**config.mk**
```make
export PLATFORM = sky130hd
export DESIGN_NAME = host_event_ctrl
export DESIGN_NICKNAME = d
export VERILOG_FILES = /design/src/rtl/hev_pkg.sv /design/src/rtl/hev_regs.sv /design/src/rtl/hev_pulser.sv /design/src/rtl/host_event_ctrl.sv
export SDC_FILE = /design/constraint.sdc
export NUM_CORES = 1
export LEC_CHECK = 0
export ABC_CLOCK_PERIOD_IN_PS = 5600
export BUFFER_PORTS_ARGS = -buffer_cell sky130_fd_sc_hd__clkbuf_2
export CORE_MARGIN = 8
export CORE_UTILIZATION = 24
export DETAILED_ROUTE_END_ITERATION = 8
export PLACE_DENSITY = 0.38
export REMOVE_ABC_BUFFERS = 1
export SLEW_MARGIN = 20
export SYNTH_ARGS = -nofsm -noshare
export SYNTH_HDL_FRONTEND = slang
export SYNTH_HIERARCHICAL = 1
export SYNTH_SLANG_ARGS = --single-unit
```
**constraint.sdc**
```tcl
create_clock -name clk -period 5.6 [get_ports clk]
set_input_delay 0 -clock clk [delete_from_list [all_inputs] [get_ports clk]]
set_output_delay 0 -clock clk [all_outputs]
set_load 0.03 [all_outputs]
```
**src/rtl/hev_pkg.sv**
```systemverilog
// Package: shared register select codes for the host event controller.
package hev_pkg;
    typedef enum logic [1:0] {
        SEL_EVENTS = 2'd0,
        SEL_SMI    = 2'd1,
        SEL_SCI    = 2'd2,
        SEL_WAKE   = 2'd3
    } hev_sel_e;
endpackage

```
**src/rtl/hev_regs.sv**
```systemverilog
// Module: hev_regs
// Holds the event register and the three masks, runs the query scan and
// flags every state change that requires the outputs to be re-evaluated.
// Assumes: one write and/or one query per cycle; query beats event write.
module hev_regs
    import hev_pkg::*;
#(
    parameter int EVW  = 32,
    localparam int IDXW = $clog2(EVW + 1)
) (
    input  logic            clk,
    input  logic            rst_n,
    input  logic            wr_en,
    input  logic [1:0]      wr_sel,
    input  logic [EVW-1:0]  wr_data,
    input  logic            resume,
    input  logic            query,
    output logic [EVW-1:0]  events,
    output logic [EVW-1:0]  m_smi,
    output logic [EVW-1:0]  m_sci,
    output logic [EVW-1:0]  m_wake,
    output logic [IDXW-1:0] q_idx,
    output logic            upd
);
    hev_sel_e       sel;
    logic [EVW-1:0] any_mask;
    logic [EVW-1:0] clr_bits;
    logic [IDXW-1:0] hit_idx;
    logic           found;
    logic           ev_wr;
    logic           mask_wr;

    assign sel      = hev_sel_e'(wr_sel);
    assign any_mask = m_smi | m_sci | m_wake;
    assign ev_wr    = wr_en && (sel == SEL_EVENTS) && !query && (wr_data != events);
    assign mask_wr  = resume || (wr_en && (sel != SEL_EVENTS));

    // Query scan: clear set bits upward until the first enabled one.
    always_comb begin
        found    = 1'b0;
        clr_bits = '0;
        hit_idx  = '0;
        for (int i = 0; i < EVW; i++) begin
            if (!found && events[i]) begin
                clr_bits[i] = 1'b1;
                if (any_mask[i]) begin
                    found   = 1'b1;
                    hit_idx = IDXW'(i + 1);
                end
            end
        end
    end

    // Event register and query result update.
    always_ff @(posedge clk) begin
        if (!rst_n) begin
            events <= '0;
            q_idx  <= '0;
        end else if (query) begin
            events <= events & ~clr_bits;
            q_idx  <= hit_idx;
        end else if (ev_wr) begin
            events <= wr_data;
        end
    end

    // Mask registers; resume overrides any mask write.
    always_ff @(posedge clk) begin
        if (!rst_n) begin
            m_smi  <= '0;
            m_sci  <= '0;
            m_wake <= '0;
        end else if (resume) begin
            m_smi  <= '0;
            m_sci  <= '0;
            m_wake <= '0;
        end else if (wr_en) begin
            case (sel)
                SEL_SMI:  m_smi  <= wr_data;
                SEL_SCI:  m_sci  <= wr_data;
                SEL_WAKE: m_wake <= wr_data;
                default:  ;
            endcase
        end
    end

    // Re-evaluation flag, valid in the cycle after a change.
    always_ff @(posedge clk) begin
        if (!rst_n) upd <= 1'b0;
        else        upd <= ev_wr || mask_wr || (query && (clr_bits != '0));
    end

    // a query cycle never sets an event bit.
    a_r9_query_no_set: assert property (@(posedge clk) disable iff (!rst_n)
        query |=> ((events & ~$past(events)) == '0));
    // resume leaves all masks at zero.
    a_r10_resume_clears: assert property (@(posedge clk) disable iff (!rst_n)
        resume |=> (m_smi == '0 && m_sci == '0 && m_wake == '0));
endmodule

```
**src/rtl/hev_pulser.sv**
```systemverilog
// Module: hev_pulser
// Produces one active-low pulse (high phase then low phase, PHASE cycles
// each) per request; requests during a pulse merge into one more pulse.
// Assumes: en low forces the engine idle and drops held requests.
module hev_pulser #(
    parameter int PHASE = 3250,
    localparam int CW = (PHASE > 1) ? $clog2(PHASE) : 1,
    localparam int RW = $clog2(PHASE + 1) + 1
) (
    input  logic clk,
    input  logic rst_n,
    input  logic en,
    input  logic req,
    output logic line_n
);
    typedef enum logic [1:0] {P_IDLE, P_HIGH, P_LOW} pstate_e;

    pstate_e        state;
    logic [CW-1:0]  cnt;
    logic           pend;
    logic           last;

    assign last   = (cnt == CW'(PHASE - 1));
    assign line_n = (state != P_LOW);

    // Phase sequencer with one held request.
    always_ff @(posedge clk) begin
        if (!rst_n || !en) begin
            state <= P_IDLE;
            cnt   <= '0;
            pend  <= 1'b0;
        end else begin
            case (state)
                P_IDLE: begin
                    cnt <= '0;
                    if (req) state <= P_HIGH;
                end
                P_HIGH: begin
                    pend <= pend | req;
                    if (last) begin
                        state <= P_LOW;
                        cnt   <= '0;
                    end else begin
                        cnt <= cnt + 1'b1;
                    end
                end
                default: begin
                    if (last) begin
                        cnt   <= '0;
                        pend  <= 1'b0;
                        state <= (pend || req) ? P_HIGH : P_IDLE;
                    end else begin
                        cnt  <= cnt + 1'b1;
                        pend <= pend | req;
                    end
                end
            endcase
        end
    end

    // Checker counters: consecutive low and (saturating) high cycles.
    logic [RW-1:0] lo_run;
    logic [RW-1:0] hi_run;
    always_ff @(posedge clk) begin
        if (!rst_n) begin
            lo_run <= '0;
            hi_run <= '0;
        end else begin
            lo_run <= line_n ? '0 : lo_run + 1'b1;
            hi_run <= !line_n ? '0 : ((hi_run < RW'(PHASE)) ? hi_run + 1'b1 : hi_run);
        end
    end

    // the low phase never exceeds PHASE cycles.
    a_r4_low_bounded: assert property (@(posedge clk) disable iff (!rst_n)
        !line_n |-> (lo_run <= RW'(PHASE - 1)));
    // every falling edge follows at least PHASE high cycles.
    a_r4_high_before_fall: assert property (@(posedge clk) disable iff (!rst_n)
        $fell(line_n) |-> (hi_run >= RW'(PHASE)));
    // a disabled engine leaves its line high.
    a_r11_idle_when_off: assert property (@(posedge clk) disable iff (!rst_n)
        !en |=> line_n);
endmodule

```
**src/rtl/host_event_ctrl.sv**
```systemverilog
// Module: host_event_ctrl (top)
// Evaluates the masked event sets on every change and drives the SMI/SCI
// pulse engines and the wake level.
// Assumes: init_done gates all outputs; PWRBTN_BIT < EVW.
module host_event_ctrl #(
    parameter int EVW        = 32,
    parameter int PHASE_CYC  = 3250,
    parameter int PWRBTN_BIT = 0,
    localparam int IDXW = $clog2(EVW + 1)
) (
    input  logic            clk,
    input  logic            rst_n,
    input  logic            init_done,
    input  logic            wr_en,
    input  logic [1:0]      wr_sel,
    input  logic [EVW-1:0]  wr_data,
    input  logic            resume,
    input  logic            query,
    output logic [IDXW-1:0] query_idx,
    output logic [EVW-1:0]  pending,
    output logic            smi_n,
    output logic            sci_n,
    output logic            wake_n
);
    localparam logic [EVW-1:0] PB_MASK = {{(EVW-1){1'b0}}, 1'b1} << PWRBTN_BIT;

    logic [EVW-1:0] events, m_smi, m_sci, m_wake;
    logic upd, init_q, eval, smi_flag;
    logic smi_hit, sci_hit, wake_hit, smi_req, sci_req;

    hev_regs #(.EVW(EVW)) u_regs (
        .clk(clk), .rst_n(rst_n), .wr_en(wr_en), .wr_sel(wr_sel),
        .wr_data(wr_data), .resume(resume), .query(query),
        .events(events), .m_smi(m_smi), .m_sci(m_sci), .m_wake(m_wake),
        .q_idx(query_idx), .upd(upd)
    );

    assign pending  = events;
    assign eval     = init_done && (upd || !init_q);
    assign smi_hit  = |(events & m_smi);
    assign sci_hit  = |(events & m_sci);
    assign wake_hit = |(events & m_wake & ~PB_MASK);
    assign smi_req  = eval && smi_hit && !smi_flag;
    assign sci_req  = eval && sci_hit;

    // Init edge tracking and SMI-armed flag.
    always_ff @(posedge clk) begin
        if (!rst_n) begin
            init_q   <= 1'b0;
            smi_flag <= 1'b0;
        end else begin
            init_q <= init_done;
            if (eval) smi_flag <= smi_hit;
        end
    end

    // Wake level, registered.
    always_ff @(posedge clk) begin
        if (!rst_n) wake_n <= 1'b1;
        else        wake_n <= !(init_done && wake_hit);
    end

    hev_pulser #(.PHASE(PHASE_CYC)) u_smi (
        .clk(clk), .rst_n(rst_n), .en(init_done), .req(smi_req), .line_n(smi_n)
    );
    hev_pulser #(.PHASE(PHASE_CYC)) u_sci (
        .clk(clk), .rst_n(rst_n), .en(init_done), .req(sci_req), .line_n(sci_n)
    );

    // an enabled non-power-button wake event pulls wake low next cycle.
    a_r6_wake_follows: assert property (@(posedge clk) disable iff (!rst_n)
        (init_done && |(events & m_wake & ~PB_MASK)) |=> !wake_n);
    // wake stays high while not initialised.
    a_r11_wake_quiet: assert property (@(posedge clk) disable iff (!rst_n)
        !init_done |=> wake_n);
endmodule

```
# Word-level counts from Yosys, hierarchy flattened
# Index checks and enable logic that the tools add are counted.
# word_totals
ff_bits,168
inputBits,40
out_inout_bits,41
word_cells,319
# classes
n_addsub,2
n_eq_ne,14
muxes,174
bitwise,10
n_reduce_logical,104
# op_table
op,count
$mux W6,63
$and A32 B32 Y32,4
$mux W1,99
$mux W32,2
$or A32 B32 Y32,2
$reduce_or A32 Y1,2
$logic_and A1 B1 Y1,41
$logic_not A1 Y1,37
$ne A32 B32 Y1,1
$not A32 Y32,1
$reduce_bool A32 Y1,1
$reduce_or A31 Y1,1
$add A12 B1 Y12 const B,2
$eq A12 B12 Y1 const B,2
$mux W2,6
$ne A2 B1 Y1 const B,4
$pmux W2 S2,2
$reduce_bool A2 Y1,4
$logic_or A1 B1 Y1,7
$eq A2 B1 Y1 const B,3
$logic_not A2 Y1,3
$reduce_and A2 Y1,3
$reduce_and A3 Y1,2
$reduce_or A3 Y1,2
6 further kinds,10

# Depth between registers and ports, before layout
# Gate-level depths: netlist (run 1).
# depth
word_depth,100
depth_mapped,9
depth_no_buf,7

# By module
# Netlist (run 1), hierarchy kept.
# by_module_without_submodules
module,instances,cells_per_inst,area_per_inst_um2,seq_area_each_um2
hev_regs,1,809,6482.5,2702.6
hev_pulser (u_smi),1,78,683.2,300.3
hev_pulser (u_sci),1,72,675.6,300.3
host_event_ctrl,1,73,576.8,60.1

# Worst setup path before layout (run 1)
# Ideal clock, no wire load.
# synth_timing
path_type,flip-flop to flip-flop
start,register u_regs.events[5]
end,register u_regs.q_idx[1]
setup_ns,0.123
t_arrival_ns,2.053
required_ns,5.477
path_slack_ns,3.424
stages_incl_launch_ff,9
path_buffers,1
period_less_slack_ns,2.176
path_cell_list,dfxtp_1 o31ai_4 and4bb_4 and2_1 buf_2 a31o_1 a211o_1 o21ba_1 a31oi_1
# synth_via
elab_chain_len,80
elab_cells_between_ends,157
cone_classes,mux: 104; reduce/logical: 53
# synth_lines
item,line_no,rtl
from (decl),hev_regs.sv:18,"output logic [EVW-1:0] events,"
from (signal assigned),hev_regs.sv:60,events <= events & ~clr_bits;
from (signal assigned),hev_regs.sv:63,events <= wr_data;
$logic_and A1 B1 Y1 *,hev_regs.sv:44,if (!found && events[i]) begin
$mux W1,hev_regs.sv:44,
$logic_not A1 Y1,hev_regs.sv:44,
$logic_and A1 B1 Y1,hev_regs.sv:44,
$mux W1,hev_regs.sv:44,
$logic_not A1 Y1,hev_regs.sv:44,
$logic_and A1 B1 Y1,hev_regs.sv:44,
$mux W1,hev_regs.sv:44,
[64 not listed],n/a,
$logic_and A1 B1 Y1,hev_regs.sv:44,
$mux W1,hev_regs.sv:44,
$logic_not A1 Y1,hev_regs.sv:44,
$logic_and A1 B1 Y1,hev_regs.sv:44,
$mux W1,hev_regs.sv:44,
$logic_not A1 Y1,hev_regs.sv:44,
$logic_and A1 B1 Y1,hev_regs.sv:44,
$mux W6 *,hev_regs.sv:44,
to (signal assigned),hev_regs.sv:61,q_idx <= hit_idx;
to (decl),hev_regs.sv:22,"output logic [IDXW-1:0] q_idx,"
# Every way passes the cells marked *; elsewhere a longest branch is shown, timed or not.
# A chain may end at the register's enable or synchronous reset.

# Final worst setup path (run 1)
# layout_timing
start,register u_regs.events[9]
end,register u_regs.events[13]
# layout_via
elab_chain_len,17
elab_cells_between_ends,23
cone_classes,eq/ne: 1; mux: 9; bitwise: 2; reduce/logical: 11
# layout_lines
item,line_no,rtl
$logic_and A1 B1 Y1,hev_regs.sv:44,
$mux W1,hev_regs.sv:44,
$logic_not A1 Y1,hev_regs.sv:44,
$logic_and A1 B1 Y1,hev_regs.sv:44,
$mux W1,hev_regs.sv:44,
$logic_not A1 Y1,hev_regs.sv:44,
$logic_and A1 B1 Y1,hev_regs.sv:44,
$mux W1,hev_regs.sv:44,
$logic_not A1 Y1,hev_regs.sv:44,
$logic_and A1 B1 Y1,hev_regs.sv:44,
$mux W1,hev_regs.sv:44,
$logic_not A1 Y1,hev_regs.sv:44,
$logic_and A1 B1 Y1,hev_regs.sv:44,
$mux W1,hev_regs.sv:44,
$not A32 Y32,hev_regs.sv:60,
$and A32 B32 Y32,hev_regs.sv:60,
$mux W32,hev_regs.sv:59,end else if (query) begin
# Parallel ways exist; a longest one is shown, timed or not.

==> summary.txt, run 1 <==
Num CTS Buffers = 17
Tcrit/Tclk final = 50.8%
Synthesized cell area = 8420 µm²
Die W = 203 µm
Simple-gate portion of the synthesized area = 25.3%
Row cnt = 68
HPWL Detailed = 26.5 mm
Max Clock Freq = 352 MHz
Clk_skew = 0.0215 ns
Top-count cell post-synth = nand2_1
Max-cap viol count = 0
Crit Path Class = reg2reg
Pwr dens = 268 nW/µm²
Final worst path period need = 2.84 ns
H-Tree Depth = 4
Crit path DAT = 3.22 ns
Final Max Tran Viols = 0
Number of port buffers = 80
Clk buf depth = 2
RD Place Congestion = 0.922
Seq/Total Area, Yosys = 40.0%
Area contributors post-synth = dfxtp_1, nand2_1, a21oi_1
Most used flip-flop cell after synthesis = dfxtp_1
Slowest stage delay, CP = 0.56 ns
RSZ-0062 raised after global routing = false
CTS tree = built
Initial Util = 24.4%
Clock Sinks = 168
Layout cells sized above 1 = 15.0%
Crit-path slowest cell = dfxtp_1
Vias in the first global route = 7,862
CP cell instances = xor2_1 -> nor4_1 -> nand4_1 -> o21ai_4 -> buf_4 -> and2_1 -> o21ai_0 -> a21oi_1
Die Ht = 203 µm
Initial antenna violation count = 0
Overflow after GRT = 0
Yosys reg bits = 168
Max_slew headroom = 25.2%
Post-cts sizing count = 0
Iter 0 DRT Violations = 645
Required @ worst endpoint = 5.97 ns
Core box area = 34,500 µm²
Synth Area in Adders = 0.595%
Overall routed net length = 36.4 mm
Setup crit end kind = flip-flop
Final Cell Area = 10,200 µm²
Compound-cell area share of the yosys netlist = 23.3%
Antenna-violating nets left = 0
Commonest cells in the netlist = nand2_1, dfxtp_1, a21oi_1
Number of synthesized flops with an enable pin = 0
Fill cells = 3,769
Async SR Flop Fraction = 0%
Largest delay share family, worst path = simple AND/OR/NAND/NOR gates
Total number of vias = 8,136
Synth-to-Final Area Change = 21.3%
Dpl cell area = 9240 µm²
VDD IR max = 215 µV
Global-route wire length before repair = 54.1 mm
CP bufs+invs = 1
Worst skew pair latency = 0.45 ns
Actual slew at the worst max-slew pin = 1.11 ns
Placement Setup Slack = 2.81 ns
Largest net degree at the start of global routing = 97
Vias per std cell = 5.12
Yosys cell types = 86
Post-synthesis mux area share = 2.21%
N_diodes = 0
Syn Inst Count = 1,032
Setup tns final = 0 ns
Final nets = 1,166
Synthesis Warnings = 6
I/O Pins = 81
Worst-path fanout max = 28
Die area = 41,300 µm²
Final Setup Violations = 0
1st-pass router iterations = 5
Syn_area_per_cell = 8.16 µm²
Yosys top cell area share = 40.0%
Leak = 0.00378 µW
Fin util = 29.6%
Final hold vios = 0
Status = finished clean
Residual DRC = 0
CTS Root Cell = clkbuf_16
Crit start category = flip-flop
Largest area contributor in the netlist = dfxtp_1
Hold crit path type = in2reg
Clock transition at path regs = 0.07 ns
WL per Instance = 22.9 µm
GRT Overall Usage = 17.4%
Main combinational cell family by area after synthesis = simple AND/OR/NAND/NOR gates
XOR/XNOR Fraction of Synth Area = 5.41%
Post-route setup slack = 2.76 ns
==> sequential cells by signal, indices dropped and copies added (netlist names), 2 cells and up <==
signal / flops
u_regs/events: 32
u_regs/m_sci: 32
u_regs/m_smi: 32
u_regs/m_wake: 32
u_regs/q_idx: 6
u_sci/cnt: 12
u_sci/state: 2
u_smi/cnt: 12
u_smi/state: 2
==> layer usage <==
metal  GRT usage [%]  vias to the layer above  routed length (µm)
met2            27.7                      248               16700
met3            3.78                       42                1980
met4            5.08                        0                 731
met5               0                        -                   0
met1            23.4                     3965               17000
li1                -                     3881                   -
==> stage by stage <==
stage	total power, µW	hold slack [ns]	std cells
finish	2740	0.0478	1590
global route	2850	0.0533	1590
CTS	2780	0.0362	1589
detailed placement	1470	0.320	1524
global placement	1470	0.314	1524
floorplan	1350	0.0996	981
==> report_power, final <==
part	switching [µW]	internal (µW)	leakage (µW)
sequential	27.7	1210	0.00136
combinational	147	72.6	0.00213
clock	534	749	0.000298
total	709	2030	0.00378
==> layout make-up <==
type | count | area, µm² | area share, %
Clock buffer | 21 | 480 | 4.70
Multi-Input combinational cell | 804 | 4810 | 47.1
Tap cell | 455 | 569 | 5.57
Sequential cell | 168 | 3360 | 32.9
Timing Repair Buffer | 122 | 811 | 7.94
Inverter | 9 | 33.8 | 0.331
Clock inverter | 11 | 144 | 1.41
==> cell usage in the layout (no fill, tap or decap), types with 9 or more instances in the layout <==
cell / Yosys / final
dfxtp_1: 168 / 168
xor2_1: 47 / 47
o31ai_1: 14 / 14
mux2i_1: 13 / 13
nand4_1: 13 / 13
and2_1: 9 / 9
a22oi_1: 42 / 42
nor3_1: 10 / 10
nor2_1: 65 / 63
clkbuf_16: 0 / 17
a21oi_1: 126 / 126
dlygate4sd3_1: 0 / 33
clkbuf_2: 0 / 80
o21ai_0: 25 / 25
nand3_1: 22 / 22
and3_1: 17 / 17
nand2_1: 241 / 241
o31a_1: 10 / 10
nor4_1: 12 / 12
==> worst min-delay path, stage by stage <==
cell      delay [ns]
clkbuf_2        0.11
nand3b_1        0.13
o21ai_0         0.08
a31oi_1         0.12
==> cell families (layout without fill, tap and decap cells) <==
group,count (synthesis),count (layout)
simple gates,439,439
flops,168,168
xor+xnor,52,52
buf+inv,60,163
mux,18,18
fa+ha+maj,4,4
compound gates,291,291
==> repair_timing <==
item,in CTS,in global routing
hold buffers,33,0
setup buffers,0,0
endpoints found under the hold margin,117,0
==> final timing paths <==
check | from | slack, ns | cells past startpoint | endpoint
setup / recovery | u_regs/events[9] | 2.76 | 8 | u_regs/events[13]
hold / removal | resume | 0.05 | 4 | u_regs/upd
setup reg to reg | u_regs/events[9] | 2.76 | 8 | u_regs/events[13]
hold reg to reg | u_sci/pend | 0.47 | 2 | u_sci/pend
No activity file was read; power rests on OpenSTA's default activity.
==> run 2: changes to the inputs <==
ABC_CLOCK_PERIOD_IN_PS = 2500   (was 5600)
PLACE_DENSITY = 0.39   (was 0.38)
clock period = 2.5 ns   (was 5.6 ns; I/O delays follow)
==> summary.txt, run 2 (synthesized netlist as in run 1, its figures left out) <==
Sw Share = 27.3%
Fin util = 31.5%
HPWL Detailed = 29.0 mm
Antenna-violating nets left = 0
Tcrit/Tclk final = 96.4%
Status = finished clean
CTS tree = built
CTS Root Cell = clkbuf_16
Max_slew headroom = 51.2%
Pwr dens = 560 nW/µm²
I/O Pins = 81
H-Tree Depth = 4
Global-route wire length before repair = 56.1 mm
Vias in the first global route = 8,170
Commonest non-fill, non-tap cell in the layout = nand2_1
Clock Sinks = 168
Post-route setup slack = 0.0891 ns
Worst-path fanout max = 6
Clock transition at path regs = 0.07 ns
Worst skew pair latency = 0.45 ns
VDD IR max = 492 µV
Clk_skew = 0.0110 ns
Max-cap viol count = 0
Comb pwr share = 9.5%
Largest net degree at the start of global routing = 59
M1 WL = 17.4 mm
Reg power frac = 45.2%
RSZ-0062 raised after global routing = false
1st-pass router iterations = 5
Required @ worst endpoint = 2.84 ns
Final nets = 1,249
Leak = 0.00418 µW
RD Place Congestion = 0.942
Hold crit path type = in2reg
Initial Util = 24.4%
Setup crit end kind = flip-flop
DR WL met3 = 2.25 mm
Die Ht = 203 µm
Die W = 203 µm
Met2 wire length = 17.8 mm
Leading cell types in the layout, fill and taps excluded = nand2_1, dfxtp_1, a21oi_1
Total number of vias = 8,440
Dpl cell area = 9860 µm²
Number of port buffers = 80
Layout cells sized above 1 = 21.2%
Core box area = 34,500 µm²
Placement Setup Slack = -0.169 ns
Final Cell Area = 10,900 µm²
DR top layer = met5
Sw Pwr = 1660 µW
Final Setup Violations = 0
WL per Instance = 22.9 µm
N_diodes = 0
Die area = 41,300 µm²
Vias per std cell = 5.04
Synth-to-Final Area Change = 29.1%
Final Max Tran Viols = 0
Crit Path Class = reg2reg
GRT Overall Usage = 18.2%
Internal power = 4420 µW
Residual DRC = 0
Final hold vios = 0
Row cnt = 68
Setup tns final = 0 ns
Final worst path period need = 2.41 ns
Max Clock Freq = 415 MHz
Clk buf depth = 2
Initial antenna violation count = 1
Num CTS Buffers = 17
Clock share of power = 45.3%
Crit start category = flip-flop
Actual slew at the worst max-slew pin = 0.732 ns
Iter 0 DRT Violations = 561
Crit path DAT = 2.75 ns
Overflow after GRT = 0
Overall routed net length = 38.2 mm
-- run 2: final timing paths --
check	from	end	slack, ns	cells past startpoint
worst max register to register	u_regs/m_wake[4]	u_regs/q_idx[1]	0.09	7
worst max-delay path	u_regs/m_wake[4]	u_regs/q_idx[1]	0.09	7
worst min-delay path	resume	u_regs/upd	0.05	4
worst min register to register	u_sci/pend	u_sci/pend	0.47	2
-- run 2: routing by layer --
metal,track usage [%],vias up
met5,0,-
met3,4.74,39
met1,23.7,4140
met4,5.23,2
met2,29.4,227
li1,-,4032
-- run 2: area by class of cell --
| type | instances | area, µm² |
|---|---|---|
| Tap cell | 455 | 569 |
| Sequential cell | 168 | 3370 |
| Clock inverter | 13 | 146 |
| Timing Repair Buffer | 205 | 1450 |
| Clock buffer | 19 | 443 |
| Fill cell | 3811 | 23700 |
| Multi-Input combinational cell | 804 | 4860 |
| Inverter | 9 | 33.8 |
-- run 2: stage by stage --
step,total power [µW],hold slack [ns],std cells
detailed placement,3340,0.306,1604
CTS,6160,0.0338,1670
floorplan,3030,0.0996,981
finish,6090,0.0533,1673
global placement,3340,0.309,1604
global route,6330,0.0828,1673
-- run 2: worst max-delay path, stage by stage, from the launching register on --
cell,delay [ns]
dfxtp_1,0.52
o31a_1,0.28
and4bb_4,0.28
and2_1,0.26
a31o_1,0.25
a211o_1,0.32
o21ba_1,0.29
a31oi_1,0.09
-- run 2: power by group through the flow --
stage | logic (µW) | registers (µW) | clock network [µW]
2_1_floorplan | 195 | 2830 | 0
3_3_place_gp | 531 | 2810 | 0
3_5_place_dp | 526 | 2810 | 0
4_1_cts | 573 | 2750 | 2830
5_1_grt | 615 | 2750 | 2960
6_report | 577 | 2750 | 2760
-- run 2: what timing repair did --
item | 4_1_cts | 5_1_grt
hold endpoints to repair | 115 | 0
resized for setup | 4 | 6
hold buffers | 34 | 0
setup endpoints to repair | 27 | 19
buffers inserted | 0 | 3
pin swaps | 0 | 4
